### config.mk
export PLATFORM = sky130hd
export DESIGN_NAME = nibble_link_rx
export DESIGN_NICKNAME = d
export VERILOG_FILES = /design/src/rtl/nlr_pkg.sv /design/src/rtl/nlr_line_filter.sv /design/src/rtl/nlr_deframer.sv /design/src/rtl/nlr_out_stage.sv /design/src/rtl/nibble_link_rx.sv
export SDC_FILE = /design/constraint.sdc
export NUM_CORES = 1
export LEC_CHECK = 0
export CAP_MARGIN = 20
export CORE_ASPECT_RATIO = 0.6
export CORE_MARGIN = 2
export CORE_UTILIZATION = 50
export DETAILED_ROUTE_END_ITERATION = 6
export PLACE_DENSITY = 0.74
export SETUP_SLACK_MARGIN = 0.02
export SYNTH_ARGS = -nofsm -noshare
export SYNTH_HDL_FRONTEND = slang
export SYNTH_SLANG_ARGS = --single-unit
### constraint.sdc
create_clock -name clk -period 1.2 [get_ports clk]
set_input_delay 0.24 -clock clk [delete_from_list [all_inputs] [get_ports clk]]
set_output_delay 0.24 -clock clk [all_outputs]
set_load 0.01 [all_outputs]
### src/rtl/nlr_pkg.sv
package nlr_pkg;
  localparam int LINE_W = 5;
  localparam int NIB_W  = 4;
  localparam int BYTE_W = 2 * NIB_W;
  localparam int HS_BIT = 4;
  localparam logic [BYTE_W-1:0] PREFIX_B0 = 8'h08;
  localparam logic [BYTE_W-1:0] PREFIX_B1 = 8'h00;
  localparam int PREFIX_LEN = 2;

  typedef enum logic [1:0] {
    ST_IDLE,
    ST_WAIT_LO,
    ST_WAIT_HI,
    ST_ENDING
  } rx_state_e;
endpackage

### src/rtl/nlr_line_filter.sv
module nlr_line_filter #(
  parameter int WIDTH       = 5,
  parameter int SYNC_STAGES = 2,
  parameter int STABLE_CYC  = 4
) (
  input  logic             clk,
  input  logic             rst_n,
  input  logic [WIDTH-1:0] raw_i,
  output logic [WIDTH-1:0] sync_o,
  output logic [WIDTH-1:0] filt_o
);
  localparam int CNT_W   = $clog2(STABLE_CYC + 1);
  localparam int CNT_MAX = STABLE_CYC - 1;

  // per-wire synchroniser chain
  for (genvar g = 0; g < WIDTH; g++) begin : g_sync
    logic [SYNC_STAGES-1:0] chain;
    always_ff @(posedge clk) begin
      if (!rst_n) chain <= '0;
      else        chain <= {chain[SYNC_STAGES-2:0], raw_i[g]};
    end
    assign sync_o[g] = chain[SYNC_STAGES-1];
  end

  logic [WIDTH-1:0] cand_q;
  logic [CNT_W-1:0] cnt_q;

  // all wires are accepted together once they have held still
  always_ff @(posedge clk) begin
    if (!rst_n) begin
      cand_q <= '0;
      cnt_q  <= '0;
      filt_o <= '0;
    end else if (sync_o != cand_q) begin
      cand_q <= sync_o;
      cnt_q  <= '0;
    end else if (cnt_q != CNT_W'(CNT_MAX)) begin
      cnt_q <= cnt_q + 1'b1;
    end else begin
      filt_o <= cand_q;
    end
  end
endmodule

### src/rtl/nlr_deframer.sv
module nlr_deframer
  import nlr_pkg::*;
(
  input  logic              clk,
  input  logic              rst_n,
  input  logic [LINE_W-1:0] line_i,
  input  logic              stage_rdy_i,
  output logic              ack_o,
  output logic              byte_evt_o,
  output logic [BYTE_W-1:0] byte_o,
  output logic              end_evt_o,
  output logic              hdr_err_o
);
  rx_state_e        st_q;
  logic [NIB_W-1:0] upper_q;
  logic [NIB_W-1:0] last_q;
  logic [1:0]       idx_q;
  logic             drop_q;
  logic             hs_q;

  logic             hs;
  logic [NIB_W-1:0] nib;
  logic             rise;
  logic             marker;
  logic             in_prefix;
  logic [BYTE_W-1:0] expect_b;

  always_comb begin
    hs        = line_i[HS_BIT];
    nib       = line_i[NIB_W-1:0];
    rise      = hs & ~hs_q;
    marker    = ~hs && (nib == ~last_q);
    in_prefix = (idx_q < 2'(PREFIX_LEN));
    expect_b  = (idx_q == 2'd0) ? PREFIX_B0 : PREFIX_B1;
    byte_o    = {upper_q, nib};
    byte_evt_o = (st_q == ST_WAIT_LO) && !hs && !in_prefix && !drop_q && stage_rdy_i;
    end_evt_o  = (st_q == ST_ENDING) && !drop_q && stage_rdy_i;
  end

  always_ff @(posedge clk) begin
    if (!rst_n) begin
      st_q      <= ST_IDLE;
      upper_q   <= '0;
      last_q    <= '0;
      idx_q     <= '0;
      drop_q    <= 1'b0;
      hs_q      <= 1'b0;
      ack_o     <= 1'b0;
      hdr_err_o <= 1'b0;
    end else begin
      hs_q <= hs;
      case (st_q)
        ST_IDLE: begin
          if (rise) begin
            upper_q   <= nib;
            ack_o     <= 1'b1;
            idx_q     <= '0;
            drop_q    <= 1'b0;
            hdr_err_o <= 1'b0;
            st_q      <= ST_WAIT_LO;
          end
        end
        ST_WAIT_HI: begin
          if (hs) begin
            upper_q <= nib;
            ack_o   <= 1'b1;
            st_q    <= ST_WAIT_LO;
          end else if (marker) begin
            st_q <= ST_ENDING;
          end
        end
        ST_WAIT_LO: begin
          if (!hs) begin
            if (in_prefix) begin
              if (byte_o != expect_b) begin
                drop_q    <= 1'b1;
                hdr_err_o <= 1'b1;
              end
              idx_q  <= idx_q + 1'b1;
              ack_o  <= 1'b0;
              last_q <= nib;
              st_q   <= ST_WAIT_HI;
            end else if (drop_q || stage_rdy_i) begin
              ack_o  <= 1'b0;
              last_q <= nib;
              st_q   <= ST_WAIT_HI;
            end
          end
        end
        ST_ENDING: begin
          if (drop_q || stage_rdy_i) st_q <= ST_IDLE;
        end
        default: st_q <= ST_IDLE;
      endcase
    end
  end
endmodule

### src/rtl/nlr_out_stage.sv
module nlr_out_stage #(
  parameter int DW = 8
) (
  input  logic          clk,
  input  logic          rst_n,
  input  logic          byte_evt_i,
  input  logic [DW-1:0] byte_i,
  input  logic          end_evt_i,
  output logic          stage_rdy_o,
  output logic          m_valid,
  input  logic          m_ready,
  output logic [DW-1:0] m_data,
  output logic          m_last
);
  logic          hold_v;
  logic [DW-1:0] hold_d;
  logic          out_v;
  logic [DW-1:0] out_d;
  logic          out_l;
  logic          move;

  assign stage_rdy_o = !hold_v || !out_v || m_ready;
  assign move        = hold_v && (byte_evt_i || end_evt_i);

  always_ff @(posedge clk) begin
    if (!rst_n) begin
      hold_v <= 1'b0;
      hold_d <= '0;
      out_v  <= 1'b0;
      out_d  <= '0;
      out_l  <= 1'b0;
    end else begin
      if (out_v && m_ready) out_v <= 1'b0;
      if (move) begin
        out_v <= 1'b1;
        out_d <= hold_d;
        out_l <= end_evt_i;
      end
      if (byte_evt_i) begin
        hold_v <= 1'b1;
        hold_d <= byte_i;
      end else if (end_evt_i) begin
        hold_v <= 1'b0;
      end
    end
  end

  assign m_valid = out_v;
  assign m_data  = out_d;
  assign m_last  = out_v & out_l;
endmodule

### src/rtl/nibble_link_rx.sv
module nibble_link_rx
  import nlr_pkg::*;
#(
  parameter int SYNC_STAGES = 2,
  parameter int STABLE_CYC  = 4
) (
  input  logic              clk,
  input  logic              rst_n,
  input  logic [LINE_W-1:0] link_in,
  output logic [LINE_W-1:0] link_out,
  output logic              m_valid,
  input  logic              m_ready,
  output logic [BYTE_W-1:0] m_data,
  output logic              m_last,
  output logic              hdr_err
);
  logic [LINE_W-1:0] sync_w;
  logic [LINE_W-1:0] filt_w;
  logic              ack;
  logic              byte_evt;
  logic [BYTE_W-1:0] byte_w;
  logic              end_evt;
  logic              stage_rdy;

  nlr_line_filter #(
    .WIDTH      (LINE_W),
    .SYNC_STAGES(SYNC_STAGES),
    .STABLE_CYC (STABLE_CYC)
  ) u_filter (
    .clk   (clk),
    .rst_n (rst_n),
    .raw_i (link_in),
    .sync_o(sync_w),
    .filt_o(filt_w)
  );

  nlr_deframer u_deframer (
    .clk        (clk),
    .rst_n      (rst_n),
    .line_i     (filt_w),
    .stage_rdy_i(stage_rdy),
    .ack_o      (ack),
    .byte_evt_o (byte_evt),
    .byte_o     (byte_w),
    .end_evt_o  (end_evt),
    .hdr_err_o  (hdr_err)
  );

  nlr_out_stage #(.DW(BYTE_W)) u_out (
    .clk        (clk),
    .rst_n      (rst_n),
    .byte_evt_i (byte_evt),
    .byte_i     (byte_w),
    .end_evt_i  (end_evt),
    .stage_rdy_o(stage_rdy),
    .m_valid    (m_valid),
    .m_ready    (m_ready),
    .m_data     (m_data),
    .m_last     (m_last)
  );

  assign link_out = {ack, {NIB_W{1'b0}}};
endmodule

==> results.md, run 1 <==
* Post-synthesis sequential area ratio at 47.5%
* CTS tree: done
* Logic pwr share at 24.3%
* Reg2Reg Setup Slack at -0.09 ns
* Final Hold Vio Count at 0
* Max stage delay on crit path at 0.37 ns
* Syn Std Cell Area at 0.00240 sq mm
* Worst min-delay path class: in -> reg
* Latest clock arrival within the worst-skew pair at 0.34 ns
* Flop pwr share at 40.8%
* RSZ-0062 raised after global routing: yes
* Clock tree sinks at 57
* First-pass GRT wire length at 7.72 mm
* Crit path time final at 1.29 ns
* Clock buffer depth at 2
* Worst path slowest cell: dfxtp_4
* Area of the multi-input gates at 0.00129 sq mm
* Share of Yosys cell area claimed by the top area cell type at 47.5%
* Area growth, synth to finish at 36.4%
* Chip Height at 57.7 um
* Critical Path Stages at 5
* DP Wirelength at 3.01 mm
* R2r endpoint: u_out.m_data[7]$_SDFFE_PN0P_
* CP Launch Point: u_deframer.idx_q[1]$_SDFFE_PN0P_
* CTS Buf Count at 9
* Cell Chain, Critical Path: nor2b_1, o2111ai_2, buf_12, mux2i_1, nor2b_1
* Critical Path RT at 1.43 ns
* RePlAce Congestion at 0.819
* Clock Skew at 0.00728 ns
* Layout cells sized above 1 at 41.1%
* Routed Antenna Nets at 0
* Critical Path Start Type: flop
* Pwr dens at 1580 mW/mm^2
* Setup violators final at 27
* Tcrit/Tclk final at 108%
* Min setup slack post-route at -0.0942 ns
* Placement Rows at 19
* Setup TNS at -0.967 ns
* Die Wd at 93.5 um
* Count leader, synth: dfxtp_1
* Number of diodes at 0
* NumNets Final at 293
* Vias per Instance at 4.85
* Outcome: complete, but fails checks
* Register bit total from synthesis at 57
* Cell variety after synth at 43
* Top delay family on crit path: flip-flops
* Crit. End Element: flop
* Worst EP arrival at 1.53 ns
* Commonest cells post-synth: dfxtp_1, mux2i_1, nor2b_1
* Switching Fraction at 27.8%
* Vias post-DR at 1698
* Worst Hold Depth at 3
* # port buffers at 19
* DRT Pass-1 Iters at 4
* I/O pin cnt at 24
* Worst flop-to-flop path startpoint: u_deframer.idx_q[1]$_SDFFE_PN0P_
* Cell taking the most area after synthesis: dfxtp_1
* Slew Viols, Final at 0
* GRT Total Usage at 19.3%
* Starting Density at 52.4%
* Cells after Synth at 231
* DRT iter0 DRCs at 63
* # fillers at 324
* Crit path max fanout at 9
* H-tree depth at 3
* Main synth FF type: dfxtp_1
* Number of flops mapped to enable cells by yosys at 0
* Internal at 3.74 mW
* Clock share of power at 34.8%
* Final Core Density at 71.5%
* Final WL at 4.83 mm
* R2r worst-path depth at 5
* Pin count of the biggest net entering global routing at 34
* Peak supply drop at 0.000842 V
* Hold_sp: m_ready
* Wire per inst at 13.8 um
* WP buf/inv at 1
* Top cells by area, synth: dfxtp_1, mux2i_1, nor2b_1
* Register area at 0.00118 sq mm
* Core region area at 0.00459 sq mm
* Max Freq at 773 MHz
* Lkg Pwr at 1.56 nW
* Failing checks: setup timing
* CTS Root Cell: clkbuf_8
* Psw at 1.44 mW
* Crit Path Class: reg -> reg
* Die area at 0.00540 sq mm
* Crit path to: u_out.m_data[7]$_SDFFE_PN0P_
* Most numerous cell on the critical path: nor2b_1
* DRC violations left at 0
* Vias in the first global route at 1613
* Clock transition at path regs at 0.07 ns
* Antenna violations before repair at 0
* Ys async rst share at 0%
* Remaining Overflow, GRT at 0
* Final hold slack at 0.331 ns
* Max Cap Viol at 0
* Syn avg cell area at 10.4 sq um
* YS warnings at 0
final cells by class:
class,count,area share [%]
multi-input cells,152,39.3
flip-flops and latches,57,36.1
repair buffers,55,15.1
clock buffers,10,4.20
well taps,63,2.40
clock inverters,6,2.06
inverters,7,0.801
power by group through the flow:
stage	clock network, mW	registers [mW]	logic [mW]
2_1_floorplan	0	2.08	0.638
4_1_cts	1.86	2.11	0.972
3_5_place_dp	0	2.14	0.856
5_1_grt	1.95	2.13	1.34
3_3_place_gp	0	2.13	0.850
6_report	1.80	2.11	1.26
logic make-up (layout without fill, tap and decap cells):
| logic type | after synthesis | count (layout) | synth area share (%) |
|---|---|---|---|
| AO/OA/AOI/OAI | 16 | 16 | 5.57 |
| flip-flops | 57 | 57 | 47.5 |
| buffers and inverters | 25 | 78 | 5.99 |
| XOR/XNOR | 11 | 11 | 4.01 |
| adder cells (fa/ha/maj) | 3 | 3 | 1.56 |
| other | 1 | 4 | 0.156 |
| multiplexers | 31 | 31 | 12.9 |
| AND/OR/NAND/NOR | 87 | 87 | 22.3 |
timing repair:
action / in CTS / in global routing
hold buffers: 0 / 0
endpoints found under the setup margin: 52 / 49
cloned: 0 / 0
resized for setup: 60 / 41
setup buffers: 5 / 6
pin swaps: 6 / 18
metrics by stage:
| step | power [mW] | setup slack [ns] | cell area, sq um | std cells |
|---|---|---|---|---|
| detailed placement | 2.99 | -0.406 | 2810 | 323 |
| finish | 5.17 | -0.0942 | 3280 | 350 |
| global route | 5.42 | -0.150 | 3280 | 350 |
| floorplan | 2.72 | -0.00878 | 2440 | 234 |
| CTS | 4.94 | -0.0758 | 3120 | 344 |
| global placement | 2.98 | -0.370 | 2810 | 323 |
layout by cell type (no fill, tap or decap), types with 7 or more instances in the layout:
| master | n |
|---|---|
| dfxtp_1 | 37 |
| mux2i_1 | 31 |
| buf_4 | 28 |
| nor2b_1 | 25 |
| and2_1 | 16 |
| dfxtp_2 | 13 |
| nand2_1 | 11 |
| clkbuf_8 | 10 |
| xor2_1 | 9 |
| dfxtp_4 | 7 |
worst min path at each step:
stage | slack, ns | to
after floorplan | 0.37 | u_filter.g_sync[0].chain[0]$_SDFF_PN0_
after global placement | 0.41 | u_filter.g_sync[4].chain[1]$_SDFF_PN0_
after detailed placement | 0.42 | u_filter.g_sync[1].chain[1]$_SDFF_PN0_
after CTS | 0.33 | u_out.m_valid$_SDFFE_PN0P_
after global routing | 0.33 | u_out.m_valid$_SDFFE_PN0P_
final | 0.33 | u_out.m_valid$_SDFFE_PN0P_
flip-flops by register name, summed over array words and instances, names as in the netlist, 2 cells and up:
name	cells
u_deframer.upper_q	4
u_filter.g_sync.chain	10
u_out.hold_d	8
u_deframer.st_q	2
u_out.m_data	8
u_deframer.last_q	4
u_deframer.idx_q	2
u_filter.filt_o	5
u_filter.cand_q	5
u_filter.cnt_q	3
worst min-delay path, stage by stage:
cell           delay (ns)
dlygate4sd2_1        0.22
nand2b_1             0.10
a21boi_0             0.07
layer usage:
metal	part of all wire, %	up-vias	global-route usage [%]
met2	43	43	27.3
met5	0	-	0
met3	6.2	2	10.5
met1	51	791	25.3
li1	-	862	-
met4	0.48	0	6.30
(Power assumes the default switching activity.)
==> run 2, diff against run 1 <==
--- a/config.mk
+++ b/config.mk
@@ -5,7 +5,7 @@
 export SDC_FILE = /design/constraint.sdc
 export NUM_CORES = 1
 export LEC_CHECK = 0
-export CAP_MARGIN = 20
+export CAP_MARGIN = 15
 export CORE_ASPECT_RATIO = 0.6
 export CORE_MARGIN = 2
 export CORE_UTILIZATION = 50
==> results of run 2 <==
Same layout as run 1: the final DEF is identical, and so are final timing and power.
==> run 3, diff against run 2 <==
--- a/config.mk
+++ b/config.mk
@@ -11,6 +11,7 @@
 export CORE_UTILIZATION = 50
 export DETAILED_ROUTE_END_ITERATION = 6
 export PLACE_DENSITY = 0.74
+export REMOVE_ABC_BUFFERS = 1
 export SETUP_SLACK_MARGIN = 0.02
 export SYNTH_ARGS = -nofsm -noshare
 export SYNTH_HDL_FRONTEND = slang
==> results.md, run 3 (synthesis gave the netlist of run 1 again) <==
* Placed cell area at 0.00281 sq mm (-0.18%)
* Final WL at 4.44 mm (-8.1%)
* Most frequent cells in the layout: dfxtp_1, mux2i_1, nor2b_1
* Final Hold Vio Count at 0 (unchanged)
* Pin count of the biggest net entering global routing at 34 (unchanged)
* Outcome: complete, but fails checks
* Remaining Overflow, GRT at 0 (unchanged)
* Peak supply drop at 0.00105 V (+25%)
* R2r worst-path depth at 5 (unchanged)
* Pwr dens at 1600 mW/mm^2 (+1.7%)
* Area growth, synth to finish at 31.3%
* GRT Total Usage at 18.2% (-1.2 points)
* Worst min-delay path class: reg -> reg
* Antenna violations before repair at 0 (unchanged)
* Reg2Reg Setup Slack at -0.08 ns (about the same)
* Die area at 0.00540 sq mm (unchanged)
* DRT Pass-1 Iters at 4 (unchanged)
* Tot Pwr at 5.06 mW (-2.1%)
* # hold bufs at CTS at 0 (unchanged)
* First-pass GRT wire length at 7.42 mm (-3.8%)
* CTS tree: done
* Placement Rows at 19 (unchanged)
* Worst path slowest cell: dfxtp_4
* Hold endpoint: u_filter.g_sync[2].chain[1]$_SDFF_PN0_
* Chip Height at 57.7 um (unchanged)
* Worst EP arrival at 1.50 ns (-0.03 ns)
* Number of diodes at 0 (unchanged)
* RSZ-0062 raised after global routing: yes
* Cell Chain, Critical Path: nand2b_4, buf_6, o211ai_1, a32oi_1, o221a_1
* Layout cells sized above 1 at 31.9% (-9.2 points)
* Design Area, Final at 0.00316 sq mm (-3.8%)
* Min setup slack post-route at -0.0834 ns (+0.0108 ns)
* Most common cell after layout, fill and taps aside: dfxtp_1
* Lkg Pwr at 1.49 nW (-4.1%)
* Setup TNS at -0.964 ns (+0.00338 ns)
* Crit path time final at 1.28 ns (-0.0108 ns)
* Clock transition at path regs at 0.06 ns (about the same)
* Clock tree sinks at 57 (unchanged)
* I/O pin cnt at 24 (unchanged)
* Core region area at 0.00459 sq mm (unchanged)
* RePlAce Congestion at 0.743 (-9.2%)
* Vias post-DR at 1657 (-2.4%)
* Worst Hold Depth at 1 (-2)
* CTS Buf Count at 9 (unchanged)
* # fillers at 370 (+14%)
* Tcrit/Tclk final at 107% (-0.90 points)
* WP buf/inv at 1 (unchanged)
* Clock Skew at 0.00843 ns (+0.00115 ns)
* Wire per inst at 13.0 um (-6.0%)
* NumNets Final at 286 (-2.4%)
* Crit path max fanout at 5 (-4)
* Max Freq at 779 MHz (+0.84%)
* Crit Path Class: reg -> reg
* Number of flip-flops in the largest register at 10 (unchanged)
* Vias per Instance at 4.85 (-0.13%)
* Hold_sp: u_filter.g_sync[2].chain[0]$_SDFF_PN0_
* Top delay family on crit path: compound AO/OA/AOI/OAI gates
* Critical Path RT at 1.41 ns (-0.02 ns)
* R2r endpoint: u_deframer.st_q[0]$_SDFFE_PN0P_
* Slew Viols, Final at 0 (unchanged)
* Crit. End Element: flop
* Max stage delay on crit path at 0.36 ns (about the same)
* Area of the multi-input gates at 0.00123 sq mm (-4.3%)
* Final Core Density at 68.8% (-2.7 points)
* Register area at 0.00116 sq mm (-1.6%)
* DRC violations left at 0 (unchanged)
* DP Wirelength at 3.08 mm (+2.3%)
* CTS Root Cell: clkbuf_8
* Die Wd at 93.5 um (unchanged)
* Latest clock arrival within the worst-skew pair at 0.33 ns (about the same)
* Vias in the first global route at 1596 (-1.1%)
* Worst flop-to-flop path startpoint: u_deframer.hdr_err_o$_SDFFE_PN0P_
* DRT iter0 DRCs at 52 (-17%)
* Setup violators final at 26 (-3.7%)
* H-tree depth at 3 (unchanged)
* Failing checks: setup timing
* # port buffers at 19 (unchanged)
* Routed Antenna Nets at 0 (unchanged)
* Top reg by flops: u_filter.g_sync.chain
* Critical Path Start Type: flop
* Clock buffer depth at 2 (unchanged)
* Max Cap Viol at 0 (unchanged)
* Starting Density at 52.4% (unchanged)
-- run 3: cell count changes in the layout (fill, tap and decap cells not counted), moves of 3 or more --
cell and delta:
dfxtp_1 +9, clkdlybuf4s15_1 +4, buf_4 -6, dfxtp_4 -3, dfxtp_2 -6
-- run 3: report_power, final --
group          internal (mW)  total [mW]  switching, mW  leakage [nW]
sequential              1.99        2.08         0.0876         0.469
clock                   1.21        1.94          0.730         0.104
combinational          0.586        1.04          0.458         0.921
total                   3.79        5.06           1.28          1.49
-- run 3: final cells by class --
class / instances / area share (%)
multi-input cells: 152 / 39.1
flip-flops and latches: 57 / 36.9
repair buffers: 48 / 13.7
clock buffers: 10 / 4.36
clock inverters: 5 / 2.54
well taps: 63 / 2.50
inverters: 7 / 0.833
-- run 3: how the worst max path moves through the flow --
stage                                            from                           endpoint  slack [ns]  cells past startpoint
floorplan             u_deframer.st_q[0]$_SDFFE_PN0P_           u_out.out_l$_SDFFE_PN0P_       -0.31                      4
finish              u_deframer.hdr_err_o$_SDFFE_PN0P_    u_deframer.st_q[0]$_SDFFE_PN0P_       -0.08                      5
detailed placement                            m_ready       u_out.hold_d[2]$_SDFFE_PN0P_       -0.38                      6
CTS                   u_deframer.st_q[1]$_SDFFE_PN0P_   u_deframer.idx_q[0]$_SDFFE_PN0P_       -0.08                      5
global route        u_deframer.hdr_err_o$_SDFFE_PN0P_    u_deframer.st_q[0]$_SDFFE_PN0P_       -0.15                      5
global placement                              m_ready  u_deframer.last_q[1]$_SDFFE_PN0P_       -0.36                      5
-- run 3: timing repair --
item / CTS / global route
gates resized for setup: 55 / 20
pin swaps: 9 / 11
setup buffers: 0 / 2
endpoints found under the setup margin: 49 / 50
-- run 3: per-stage QoR --
stage                     worst slack, ns  hold WS [ns]  instances
after global routing               -0.149         0.456        342
final                             -0.0834         0.435        342
after global placement             -0.360         0.415        325
after detailed placement           -0.377         0.422        325
after CTS                         -0.0798         0.437        340
after floorplan                    -0.311         0.356        216
-- run 3: routing by layer --
layer / vias to the layer above / wire [um] / GRT usage [%]
met5: - / 0 / 0
met4: 0 / 10 / 6.09
met3: 2 / 219 / 7.02
met2: 33 / 1960 / 26.8
met1: 777 / 2240 / 24.6
li1: 845 / - / -
